`config.mk`:
```
export PLATFORM = sky130hd
export DESIGN_NAME = bus_cycle_seq
export DESIGN_NICKNAME = d
export VERILOG_FILES = /design/src/rtl/bcs_pkg.sv /design/src/rtl/bcs_sync.sv /design/src/rtl/bcs_fsm.sv /design/src/rtl/bcs_capture.sv /design/src/rtl/bus_cycle_seq.sv
export SDC_FILE = /design/constraint.sdc
export NUM_CORES = 1
export LEC_CHECK = 0
export BUFFER_PORTS_ARGS = -buffer_cell sky130_fd_sc_hd__buf_2
export CAP_MARGIN = 15
export CORE_ASPECT_RATIO = 1.4
export CORE_MARGIN = 2
export CORE_UTILIZATION = 45
export CTS_CLUSTER_SIZE = 30
export DETAILED_ROUTE_END_ITERATION = 12
export PLACE_DENSITY_LB_ADDON = 0.1
export SLEW_MARGIN = 40
export SYNTH_ARGS = -nofsm -noshare
export SYNTH_HDL_FRONTEND = slang
export SYNTH_SLANG_ARGS = --single-unit
```
`constraint.sdc`:
```
create_clock -name clk -period 1.75 [get_ports clk]
set_input_delay 0.35 -clock clk [delete_from_list [all_inputs] [get_ports clk]]
set_output_delay 0.35 -clock clk [all_outputs]
set_load 0.005 [all_outputs]
```
`src/rtl/bcs_pkg.sv`:
```
package bcs_pkg;

    localparam int unsigned SYNC_STAGES = 2;

    typedef enum logic [3:0] {
        ST_IDLE = 4'd0,
        ST_S0   = 4'd1,
        ST_S1   = 4'd2,
        ST_S2   = 4'd3,
        ST_S3   = 4'd4,
        ST_S4   = 4'd5,
        ST_WT   = 4'd6,
        ST_S5   = 4'd7,
        ST_S6   = 4'd8,
        ST_S7   = 4'd9
    } bus_st_e;

    typedef struct packed {
        logic ack_n;
        logic berr_n;
    } term_lines_t;

    // strobe is driven low while the slave is being addressed
    function automatic logic strobe_active(bus_st_e s);
        return (s == ST_S2) || (s == ST_S3) || (s == ST_S4) ||
               (s == ST_WT) || (s == ST_S5) || (s == ST_S6);
    endfunction

    // a termination is seen when either active-low line is low
    function automatic logic term_seen(term_lines_t t);
        return !t.ack_n || !t.berr_n;
    endfunction

endpackage

```
`src/rtl/bcs_sync.sv`:
```
module bcs_sync #(
    parameter int unsigned WIDTH = 2,
    parameter int unsigned DEPTH = 2,
    parameter logic [WIDTH-1:0] RST_VAL = '1
) (
    input  logic             clk,
    input  logic             rst,
    input  logic [WIDTH-1:0] din,
    output logic [WIDTH-1:0] dout
);
    logic [DEPTH-1:0][WIDTH-1:0] stg;

    generate
        if (DEPTH == 1) begin : g_single
            always_ff @(posedge clk) begin
                if (rst) stg <= RST_VAL;
                else     stg <= din;
            end
        end else begin : g_chain
            always_ff @(posedge clk) begin
                if (rst) stg <= {DEPTH{RST_VAL}};
                else     stg <= {stg[DEPTH-2:0], din};
            end
        end
    endgenerate

    assign dout = stg[DEPTH-1];
endmodule

```
`src/rtl/bcs_fsm.sv`:
```
module bcs_fsm
    import bcs_pkg::*;
(
    input  logic        clk,
    input  logic        rst,
    input  logic        req_i,
    input  term_lines_t term_s,
    output logic        addr_ld_o,
    output logic        cap_en_o,
    output logic        term_ok_o,
    output logic        as_n_o,
    output logic        done_o
);
    bus_st_e st_q, st_d;
    logic    ok_q;

    always_comb begin
        st_d = st_q;
        unique case (st_q)
            ST_IDLE: st_d = req_i ? ST_S0 : ST_IDLE;
            ST_S0:   st_d = ST_S1;
            ST_S1:   st_d = ST_S2;
            ST_S2:   st_d = ST_S3;
            ST_S3:   st_d = ST_S4;
            ST_S4:   st_d = term_seen(term_s) ? ST_S5 : ST_WT;
            ST_WT:   st_d = ST_S4;
            ST_S5:   st_d = ST_S6;
            ST_S6:   st_d = ST_S7;
            ST_S7:   st_d = req_i ? ST_S0 : ST_IDLE;
            default: st_d = ST_IDLE;
        endcase
    end

    always_ff @(posedge clk) begin
        if (rst) begin
            st_q <= ST_IDLE;
            ok_q <= 1'b0;
        end else begin
            st_q <= st_d;
            // bus error wins: the cycle is good only when berr is negated
            if (st_q == ST_S4 && term_seen(term_s))
                ok_q <= term_s.berr_n;
        end
    end

    assign addr_ld_o = req_i && (st_q == ST_IDLE || st_q == ST_S7);
    assign cap_en_o  = (st_q == ST_S6);
    assign term_ok_o = ok_q;
    assign as_n_o    = !strobe_active(st_q);
    assign done_o    = (st_q == ST_S7);

    p_start_r2: assert property (@(posedge clk) disable iff (rst)
        addr_ld_o |=> (st_q == ST_S0));

    p_sample_r4: assert property (@(posedge clk) disable iff (rst)
        (st_q == ST_S4 && term_seen(term_s)) |=> (st_q == ST_S5));

    p_wait_pair_r5: assert property (@(posedge clk) disable iff (rst)
        (st_q == ST_S4 && !term_seen(term_s)) |=> (st_q == ST_WT) ##1 (st_q == ST_S4));

    p_done_pulse_r9: assert property (@(posedge clk) disable iff (rst)
        done_o |=> !done_o);

    p_strobe_rise_r3: assert property (@(posedge clk) disable iff (rst)
        $rose(as_n_o) |-> done_o);
endmodule

```
`src/rtl/bcs_capture.sv`:
```
module bcs_capture #(
    parameter int unsigned AW = 24,
    parameter int unsigned DW = 16
) (
    input  logic          clk,
    input  logic          rst,
    input  logic          addr_ld_i,
    input  logic [AW-1:0] addr_i,
    input  logic          cap_en_i,
    input  logic          ok_i,
    input  logic [DW-1:0] data_i,
    output logic [AW-1:0] addr_o,
    output logic [DW-1:0] rdata_o,
    output logic          valid_o
);
    logic [AW-1:0] addr_q;
    logic [DW-1:0] rdata_q;
    logic          valid_q;

    always_ff @(posedge clk) begin
        if (rst) begin
            addr_q  <= '0;
            rdata_q <= '0;
            valid_q <= 1'b0;
        end else begin
            if (addr_ld_i) addr_q <= addr_i;
            if (cap_en_i) begin
                valid_q <= ok_i;
                if (ok_i) rdata_q <= data_i;
            end
        end
    end

    assign addr_o  = addr_q;
    assign rdata_o = rdata_q;
    assign valid_o = valid_q;

    p_capture_r8: assert property (@(posedge clk) disable iff (rst)
        (cap_en_i && ok_i) |=> (rdata_q == $past(data_i)) && valid_q);

    p_berr_hold_r10: assert property (@(posedge clk) disable iff (rst)
        (cap_en_i && !ok_i) |=> $stable(rdata_q) && !valid_q);

    p_valid_hold_r11: assert property (@(posedge clk) disable iff (rst)
        !cap_en_i |=> $stable(valid_q));
endmodule

```
`src/rtl/bus_cycle_seq.sv`:
```
module bus_cycle_seq
    import bcs_pkg::*;
#(
    parameter int unsigned AW = 24,
    parameter int unsigned DW = 16
) (
    input  logic          clk,
    input  logic          rst,
    input  logic          req_i,
    input  logic [AW-1:0] addr_i,
    input  logic          ack_n_i,
    input  logic          berr_n_i,
    input  logic [DW-1:0] data_i,
    output logic          as_n_o,
    output logic [AW-1:0] addr_o,
    output logic [DW-1:0] rdata_o,
    output logic          valid_o,
    output logic          done_o
);
    localparam int unsigned TERM_W = $bits(term_lines_t);

    term_lines_t term_raw, term_s;
    logic        addr_ld, cap_en, term_ok;

    assign term_raw.ack_n  = ack_n_i;
    assign term_raw.berr_n = berr_n_i;

    bcs_sync #(
        .WIDTH   (TERM_W),
        .DEPTH   (SYNC_STAGES),
        .RST_VAL ({TERM_W{1'b1}})
    ) u_sync (
        .clk  (clk),
        .rst  (rst),
        .din  (term_raw),
        .dout (term_s)
    );

    bcs_fsm u_fsm (
        .clk       (clk),
        .rst       (rst),
        .req_i     (req_i),
        .term_s    (term_s),
        .addr_ld_o (addr_ld),
        .cap_en_o  (cap_en),
        .term_ok_o (term_ok),
        .as_n_o    (as_n_o),
        .done_o    (done_o)
    );

    bcs_capture #(
        .AW (AW),
        .DW (DW)
    ) u_cap (
        .clk       (clk),
        .rst       (rst),
        .addr_ld_i (addr_ld),
        .addr_i    (addr_i),
        .cap_en_i  (cap_en),
        .ok_i      (term_ok),
        .data_i    (data_i),
        .addr_o    (addr_o),
        .rdata_o   (rdata_o),
        .valid_o   (valid_o)
    );
endmodule

```
## After elaboration in Yosys (flattened, before gate mapping)

Index checks and enable logic that the tools add are counted.

| cells by class | value |
|---|---|
| add/sub/neg operators | 0 |
| $mul | 0 |
| divide/modulo/power cells | 0 |
| magnitude comparators | 0 |
| eq/ne operators | 9 |
| shift-type cells | 0 |
| mux-type cells | 3 |
| bitwise operators | 0 |
| reduce and logical (&&, ||, !) cells | 16 |

Operator list:

| operator | number |
|---|---|
| $pmux 4 s8 | 1 |
| $eq 4x3->1 const B | 4 |
| $eq 4x2->1 const B | 2 |
| $eq 4x4->1 const B | 2 |
| $logic_or 1x1->1 | 7 |
| $eq 4x1->1 const B | 1 |
| $logic_not 4->1 | 1 |
| $reduce_or 2->1 | 2 |
| $logic_not 1->1 | 3 |
| $logic_and 1x1->1 | 2 |
| $mux 1 | 2 |
| $reduce_and 2->1 | 1 |

| word-level totals | value |
|---|---|
| flip-flop bits (word level) | 50 |
| latch bits | 0 |
| bits in writable memories | 0 |
| ROM bits | 0 |
| input bits | 45 |
| word-level logic and storage cells | 35 |
| memories kept | 0 |

## Longest topological paths before layout

Gate-level depths: netlist of run 1.

| depth | value |
|---|---|
| depth after elaboration | 7 |
| gate-level depth with buffers | 6 |
| mapped depth without buffers | 3 |

## By module

A second synthesis of run 1 with hierarchy kept.

| unflattened totals | value |
|---|---|
| cell total of the unflattened synthesis | 201 |
| area total of the unflattened synthesis | 2144.6 sq um |

By module, submodules not included:

| module | instances | cells an instance | area each (sq um) |
|---|---|---|---|
| bcs_capture | 1 | 155 | 1656.6 |
| bcs_fsm | 1 | 36 | 367.9 |
| bcs_sync | 1 | 10 | 120.1 |

## Worst setup path before layout of run 1

No wires, ideal clock.

| timing path | value |
|---|---|
| kind | register -> output |
| start point | register u_fsm.st_q[0] |
| end point | output as_n_o |
| data arrival time | 1.079 ns |
| slack | 0.321 ns |
| cell stages (with the launch flop) | 6 |
| buffers on the path | 3 |
| cell sequence | dfxtp_1 > buf_2 > nor4b_2 > buf_4 > buf_4 > nor2_1 |

| between the ends | value |
|---|---|
| longest elaborated chain between the ends | 7 |
| elaborated cells between the ends (all ways) | 12 |
| those cells by class | 6 x eq/ne; 6 x reduce/logical |

Ends and longest elaborated chain:

| item | line | text |
|---|---|---|
| start: declaration | bcs_fsm.sv:14 | `bus_st_e st_q, st_d;` |
| start signal: assignment | bcs_fsm.sv:39 | `st_q <= st_d;` |
| $eq 4x2->1 or $eq 4x3->1 (tied branches) | bcs_pkg.sv:25 | `return (s == ST_S2) \|\| (s == ST_S3) \|\| (s == ST_S4) \|\|` |
| $logic_or 1x1->1 (3 in series) | bcs_pkg.sv:25 |  |
| $logic_or 1x1->1 | bcs_pkg.sv:26 | `(s == ST_WT) \|\| (s == ST_S5) \|\| (s == ST_S6);` |
| $logic_or 1x1->1 (*) | bcs_pkg.sv:26 |  |
| $logic_not 1->1 (*) | bcs_fsm.sv:49 | `assign as_n_o = !strobe_active(st_q);` |
| end: declaration | bus_cycle_seq.sv:14 | `output logic as_n_o,` |

Every way passes the cells marked *; elsewhere a longest branch is shown, timed or not.

## Worst setup path after layout of run 1

| timing path | value |
|---|---|
| start point | register u_fsm.st_q[1] |
| end point | output as_n_o |

Same word-level chain as after synthesis.

==> run summary, run 1 <==
Rows - 30
pin count of the biggest net entering global routing - 58
Crit Path Class - flop to output pin
clk_skew - 0.007420 ns
sequential fraction of the synthesis area - 0.4505
post-CTS resize count - 0
postcts setup bufs - 0
DRC Markers - 0
antenna diode count - 0
CTS tree - done
worst-path maximum fanout - 8
Power Dens Cells - 775.1 nW/um2
Finished Core Util - 0.5776
GR Util All Layers - 0.1672
CTS Buf Count - 5
placed instance count - 363
Critical Path RT - 1.40 ns
multi-input gate area in the final layout - 1096 um2
Max H-tree Level - 2
Worst-Margin Slew - 0.3943 ns
final instance area - 2775 um2
critical path launch point type - flop
Die X - 63.39 um
crit path time final - 1.627 ns
RSZ-0062 raised after global routing - no
FMAX - 614.8 MHz
Final nets - 351
Overflow after GRT - 0
Final Cycle Share - 0.9295
# hold bufs at CTS - 0
maximum clock insertion buffer count - 2
final hold violations - 0
Initial DRT Pass Iterations - 4
CTS root buffer - clkbuf_8
VDD IR-drop max - 0.4948 mV
Worst Path Arrival - 1.28 ns
vias after detailed routing - 1764
clk sinks - 50
share of cells above drive strength 1 - 0.3497
full die area - 5524 um2
HP Class - primary input to flop
non-filler cells, final - 370
Max Cap Viol - 0
register area - 1002 um2
Mapped Nets - 270
num ports - 88
Fillers - 483
library cells used by synthesis - 28
DP HPWL - 3.120 mm
initial core utilization - 0.4625
CP endpoint kind - output pin
Cell Area, Placed - 2698 um2
Fin Hold WS - 0.2408 ns
PortBufs - 87
first-pass GRT wire length - 7.369 mm
Max Slew Vio Count - 0
Area Overhead vs Synth - 24.89%
Post-DRT Antenna Nets - 0
status - complete, no violations
Skew-Pair Late Insertion Delay - 0.29 ns
Setup-failing EPs final - 0
wire length per cell - 11.95 um
final RePlAce weighted congestion - 0.7220
Syn Area/Cell - 9.876 um2
initial antenna violation count - 0
vias in the first global route - 1673
clock transition at the registers of the reported paths - 0.08 ns
Core Area - 4805 um2
Post-Synthesis Cells - 225
FF+latch count, synth - 50
Pleak - 1.256 nW
Initial DRC Count - 77
Total Neg Setup Slack - 0 ns
Slew HR - 0.7372
Ys Warns - 0
vias per std cell - 4.768
synthesized cell area - 2222 um2
total wire length - 4.422 mm
chip height - 87.15 um
[final cells by class]
type	instances	area share
timing repair buffer	95	0.1876
clock buffer	7	0.02750
tap	64	0.02885
multi-input combinational	154	0.3950
sequential	50	0.3611
[power by group]
part / internal (mW) / switching, mW / leakage, nW
registers: 1.19 / 0.0356 / 0.408
logic: 0.176 / 0.128 / 0.809
clock network: 0.276 / 0.341 / 0.0383
[flip-flops by register name, indices dropped and copies added (netlist names)]
signal,flops
u_cap.valid_o,1
u_sync.stg,2
u_fsm.term_ok_o,1
u_cap.addr_o,24
u_cap.rdata_o,16
u_sync.dout,2
u_fsm.st_q,4
[through the flow]
stage	power [mW]	worst slack, ns
final	2.151	0.1233
after global routing	2.267	0.0006984
after CTS	2.190	0.03059
after detailed placement	1.566	0.3316
after global placement	1.559	0.3518
after floorplan	1.455	0.3211
[worst paths after layout]
| path | to | slack, ns | cells after the start | from |
|---|---|---|---|---|
| max | as_n_o | 0.12 | 3 | u_fsm.st_q[1] |
| min | u_sync.stg[1] | 0.24 | 2 | ack_n_i |
| max reg2reg | u_cap.valid_o | 0.33 | 4 | u_fsm.st_q[1] |
| min reg2reg | u_sync.dout[0] | 0.41 | 1 | u_sync.stg[0] |
[layer usage]
metal  up-vias  wire (um)  GRT usage
met4         0         47    0.06522
met2        53       2058     0.2794
met5         -          0          0
met1       792       2041     0.2029
met3         5        274    0.04787
li1        914          -          -
[synth_stat cells]
cell type | n | area [um2]
and2_1 | 1 | 6.260
buf_12 | 2 | 40.04
nor3_1 | 2 | 10.01
or2_1 | 1 | 6.260
o21ai_1 | 5 | 25.02
or2_2 | 4 | 25.02
a21o_1 | 1 | 7.510
nor2_1 | 5 | 18.77
nor3b_2 | 1 | 12.51
nand2b_1 | 66 | 412.9
nand2_1 | 3 | 11.26
a221oi_1 | 1 | 8.760
nor2b_1 | 2 | 12.51
a31oi_1 | 1 | 6.260
buf_6 | 2 | 22.52
dfxtp_1 | 50 | 1001
nand4b_1 | 16 | 140.1
a21oi_1 | 2 | 10.01
buf_4 | 3 | 22.52
nand3_1 | 1 | 5.000
clkbuf_1 | 12 | 45.04
buf_2 | 2 | 10.01
and3b_1 | 1 | 8.760
nor4b_2 | 1 | 15.01
o21ai_0 | 11 | 55.05
mux2i_1 | 26 | 260.3
xor2_1 | 2 | 17.52
nor4_1 | 1 | 6.260
[cell usage in the layout, fill, tap and decap left out, drive strengths merged, types with 2 or more instances in the layout]
cell type,synthesis,final
nor2b,2,2
nor3,2,2
o21ai,16,16
clkbuf,12,7
dfxtp,50,50
mux2i,26,26
or2,5,5
buf,9,95
nand2b,66,66
nand4b,16,16
a21oi,2,2
nor2,5,5
nand2,3,3
xor2,2,2
[cell families (layout without fill, tap and decap cells)]
group / after synthesis / in the layout / share of synthesized area
DFF: 50 / 50 / 0.4505
buffers and inverters: 21 / 102 / 0.06306
muxes: 26 / 26 / 0.1171
xor gates and xnor gates: 2 / 2 / 0.007884
and+or+nand+nor: 105 / 105 / 0.3108
AOI/OAI and AO/OA: 21 / 21 / 0.05068
[worst max-delay path, stage by stage, from the launching register on]
cell	delay, ns
dfxtp_1	0.39
nor4b_4	0.38
nor2_1	0.08
buf_2	0.13
Power figures use the tool's default switching activity.
==> run 2: changes to the inputs <==
--- a/config.mk
+++ b/config.mk
@@ -13,6 +13,7 @@
 export CTS_CLUSTER_SIZE = 30
 export DETAILED_ROUTE_END_ITERATION = 12
 export PLACE_DENSITY_LB_ADDON = 0.1
+export SETUP_SLACK_MARGIN = 0.15
 export SLEW_MARGIN = 40
 export SYNTH_ARGS = -nofsm -noshare
 export SYNTH_HDL_FRONTEND = slang
==> run summary, run 2 (synthesis results as in run 1) <==
multi-input gate area in the final layout - 1099 um2
vias per std cell - 4.804
vias after detailed routing - 1787
Max Slew Vio Count - 0
full die area - 5524 um2
worst reg2reg path depth - 4
Slew HR - 0.7388
CTS root buffer - clkbuf_8
share of cells above drive strength 1 - 0.3604
CP endpoint kind - output pin
clock transition at the registers of the reported paths - 0.08 ns
Final nets - 353
Fillers - 480
vias in the first global route - 1672
Post-DRT Antenna Nets - 0
worst hold start - ack_n_i
pin count of the biggest net entering global routing - 58
Initial DRT Pass Iterations - 4
DRC Markers - 0
Power Dens Cells - 770.5 nW/um2
total wire length - 4.448 mm
Max H-tree Level - 2
first-pass GRT wire length - 7.362 mm
Pleak - 1.268 nW
DP HPWL - 3.120 mm
CTS Buf Count - 5
Rows - 30
Slowest Stage Delay on Critical Path - 0.38 ns
Crit Path Class - flop to output pin
Worst Path Buf+Inv - 1
Worst Path Arrival - 1.17 ns
worst reg2reg path startpoint - u_fsm.st_q[2]
worst-path maximum fanout - 7
clk sinks - 50
Total Neg Setup Slack - 0 ns
antenna diode count - 0
CTS tree - done
Overflow after GRT - 0
r2r setup slk - 0.33 ns
CP cell instances - nor4b_4 -> nor2_1 -> buf_2
Critical Path RT - 1.40 ns
final hold violations - 0
worst reg2reg endpoint - u_cap.addr_o[15]
Max Cap Viol - 0
worst min-delay path endpoint - u_sync.stg[1]
initial core utilization - 0.4625
register area - 1008 um2
Worst-Margin Slew - 0.3918 ns
maximum clock insertion buffer count - 2
chip height - 87.15 um
clk_skew - 0.006004 ns
most common cell after layout, fill and taps aside - buf_2
Top delay family on crit path - flip-flops
Slowest-stage cell, CP - dfxtp_4
FMAX - 659.6 MHz
Finished Core Util - 0.5826
GR Util All Layers - 0.1672
VDD IR-drop max - 0.4936 mV
HP Class - primary input to flop
Skew-Pair Late Insertion Delay - 0.29 ns
wire length per cell - 11.96 um
Area Overhead vs Synth - 25.96%
commonest cells after routing, fill and taps aside - buf_2, nand2b_1, dfxtp_1
Largest register FFs - 24
Core Area - 4805 um2
critical path launch point type - flop
RSZ-0062 raised after global routing - no
initial antenna violation count - 0
Hold Crit Depth - 2
final RePlAce weighted congestion - 0.7220
Die X - 63.39 um
PortBufs - 87
num ports - 88
Final Cycle Share - 0.8664
status - complete, no violations
Initial DRC Count - 85
Setup-failing EPs final - 0
crit path time final - 1.516 ns
[run 2: final cells by class]
class,count,share of cell area
clock buffer,7,0.02727
multi-input combinational,154,0.3925
sequential,50,0.3603
tap,64,0.02861
timing repair buffer,97,0.1913
[run 2: worst max-delay path by stage]
| stage | start | endpoint | slack [ns] | cells after the start |
|---|---|---|---|---|
| after detailed placement | u_fsm.st_q[1] | u_cap.addr_o[15] | 0.33 | 4 |
| after floorplan | u_fsm.st_q[0] | as_n_o | 0.32 | 5 |
| after CTS | u_fsm.st_q[0] | done_o | 0.13 | 3 |
| final | u_fsm.st_q[1] | as_n_o | 0.23 | 3 |
| after global routing | u_fsm.st_q[0] | done_o | 0.15 | 3 |
| after global placement | u_fsm.st_q[1] | u_cap.valid_o | 0.35 | 4 |
[run 2: timing repair]
action	4_1_cts	5_1_grt
hold buffers	0	0
setup endpoints to repair	2	2
setup buffers	1	1
cloned	0	0
gates resized for setup	1	4
pin swaps	1	1
[run 2: where the power goes]
group / switching (mW) / internal, mW
Combinational: 0.129 / 0.180
Clock: 0.342 / 0.276
Sequential: 0.0362 / 1.19
[run 2: worst reg2reg max path: stages, from the launching register on]
cell     delay, ns
dfxtp_1       0.40
or2_1         0.29
nor3b_4       0.22
buf_12        0.23
mux2i_1       0.21
[run 2: routing by layer]
layer / global-route usage / share of wire / wire [um] / vias to the layer above
met4: 0.06522 / 0.011 / 47 / 0
met3: 0.04787 / 0.066 / 295 / 5
met1: 0.2029 / 0.45 / 2000 / 807
li1: - / - / - / 917
met2: 0.2794 / 0.47 / 2104 / 58
met5: 0 / 0 / 0 / -
[run 2: stage by stage]
step / hold slack [ns] / worst slack, ns / cells / total power, mW / cell area (um2)
finish: 0.2398 / 0.2339 / 372 / 2.156 / 2799
global placement: 0.3937 / 0.3518 / 363 / 1.559 / 2698
global route: 0.2187 / 0.1475 / 372 / 2.272 / 2799
CTS: 0.2230 / 0.1340 / 371 / 2.190 / 2783
detailed placement: 0.3963 / 0.3316 / 363 / 1.566 / 2698
floorplan: 0.3895 / 0.3211 / 225 / 1.455 / 2222
==> run 3: changes to the inputs <==
--- a/config.mk
+++ b/config.mk
@@ -6,12 +6,13 @@
 export NUM_CORES = 1
 export LEC_CHECK = 0
 export BUFFER_PORTS_ARGS = -buffer_cell sky130_fd_sc_hd__buf_2
-export CAP_MARGIN = 15
+export CAP_MARGIN = 25
 export CORE_ASPECT_RATIO = 1.4
 export CORE_MARGIN = 2
 export CORE_UTILIZATION = 45
 export CTS_CLUSTER_SIZE = 30
 export DETAILED_ROUTE_END_ITERATION = 12
+export GPL_TIMING_DRIVEN = 0
 export PLACE_DENSITY_LB_ADDON = 0.1
 export SETUP_SLACK_MARGIN = 0.15
 export SLEW_MARGIN = 40
==> run summary, run 3 (synthesis results as in run 1) <==
status - complete, no violations
Rows - 30
CP endpoint kind - output pin
crit path time final - 1.726 ns
CP cell instances - buf_6 -> nor4b_4 -> buf_4 -> buf_6 -> nor2_2 -> buf_2
Die X - 63.39 um
GR Util All Layers - 0.1789
Top delay family on crit path - buffers and inverters
DP HPWL - 3.426 mm
Core Area - 4805 um2
Overflow after GRT - 0
Largest register FFs - 24
first-pass GRT wire length - 7.797 mm
critical path launch point type - flop
Worst Path Buf+Inv - 4
initial core utilization - 0.4625
Total Power - 2.283 mW
Max Slew Vio Count - 0
Post-DRT Antenna Nets - 0
vias per std cell - 4.782
Setup-failing EPs final - 0
Final Cycle Share - 0.9863
VDD IR-drop max - 0.3956 mV
RSZ-0062 raised after global routing - yes
Power Dens Cells - 769.5 nW/um2
Initial DRC Count - 77
FMAX - 579.4 MHz
Final nets - 370
non-filler cells, final - 390
Critical Path RT - 1.40 ns
placed instance count - 375
CTS root buffer - clkbuf_8
vias in the first global route - 1734
Max H-tree Level - 2
commonest cells after routing, fill and taps aside - buf_2, nand2b_1, dfxtp_1
HP Class - primary input to flop
Pleak - 1.343 nW
full die area - 5524 um2
final hold violations - 0
Final Worst Setup Slack - 0.02398 ns
Worst-Margin Slew - 0.4330 ns
Area Overhead vs Synth - 33.50%
# hold bufs at CTS - 0
Skew-Pair Late Insertion Delay - 0.30 ns
worst-path maximum fanout - 2
CTS tree - done
Crit Path Class - flop to output pin
clk_skew - 0.008593 ns
clock transition at the registers of the reported paths - 0.09 ns
chip height - 87.15 um
Most common cell on crit path - buf_6
PortBufs - 86
Max Cap Viol - 0
final RePlAce weighted congestion - 0.7458
Cell Area, Placed - 2733 um2
antenna diode count - 0
vias after detailed routing - 1865
Initial DRT Pass Iterations - 4
final instance area - 2967 um2
Slowest Stage Delay on Critical Path - 0.32 ns
clk sinks - 50
most common cell after layout, fill and taps aside - buf_2
initial antenna violation count - 0
CTS Buf Count - 5
Fillers - 472
maximum clock insertion buffer count - 2
multi-input gate area in the final layout - 1100 um2
share of cells above drive strength 1 - 0.3712
num ports - 88
wire length per cell - 12.48 um
register area - 1008 um2
Slew HR - 0.7113
worst slack, placed - 0.08003 ns
total wire length - 4.869 mm
pin count of the biggest net entering global routing - 15
Slowest-stage cell, CP - dfxtp_2
Worst Path Arrival - 1.38 ns
DRC Markers - 0
-- run 3: changes by cell type in the layout (fill, tap and decap cells not counted), moves of 2 or more --
cell | previous run | this run
dfxtp_2 | 0 | 3
dfxtp_1 | 48 | 46
buf_4 | 8 | 6
buf_6 | 0 | 5
clkbuf_1 | 2 | 13
clkbuf_16 | 0 | 2
-- run 3: repair_timing --
item                                    CTS  global route
setup buffers                             3             2
endpoints found under the setup margin    2            22
cloned                                    0             2
gates resized for setup                   6             8
pin swaps                                 2             0
-- run 3: worst reg2reg max path, cell delays in order, from the launching register on --
cell,delay [ns]
dfxtp_2,0.32
buf_6,0.11
buf_4,0.15
or2_1,0.24
nor3b_2,0.18
buf_6,0.18
clkbuf_16,0.16
mux2i_1,0.17
-- run 3: final timing paths --
kind | startpoint | to | slack (ns) | depth (start not counted)
worst max-delay path | u_fsm.st_q[2] | as_n_o | 0.02 | 6
worst min-delay path | berr_n_i | u_sync.stg[0] | 0.23 | 2
worst max register to register | u_fsm.st_q[2] | u_cap.addr_o[11] | 0.16 | 7
worst min register to register | u_sync.stg[0] | u_sync.dout[0] | 0.42 | 1
-- run 3: power breakdown --
part | switching, mW | internal [mW] | leakage [nW] | total, mW
clock | 0.356 | 0.319 | 0.0482 | 0.676
combinational | 0.152 | 0.230 | 0.885 | 0.382
sequential | 0.0309 | 1.19 | 0.410 | 1.23
total | 0.540 | 1.74 | 1.34 | 2.28
-- run 3: through the flow --
step                      hold slack, ns  setup TNS (ns)    util
after floorplan                   0.3895               0       -
after global placement            0.3908               0  0.5688
after detailed placement          0.3960               0  0.5688
after CTS                         0.2163               0  0.5966
after global routing              0.2134        -0.05215  0.6174
final                             0.2263               0  0.6174
-- run 3: per-layer routing --
layer | routed length [um] | GRT usage | vias up
met1 | 2095 | 0.2150 | 859
met3 | 289 | 0.05175 | 6
li1 | - | - | 947
met2 | 2410 | 0.3024 | 53
met5 | 0 | 0 | -
met4 | 73 | 0.06719 | 0
-- run 3: layout make-up --
cell class              count  share of cell area
plain buffers              21             0.05272
clock buffers               7             0.02910
clock inverters             1            0.001687
multi-input cells         154              0.3707
flip-flops and latches     50              0.3399
well taps                  64             0.02699
repair buffers             93              0.1788
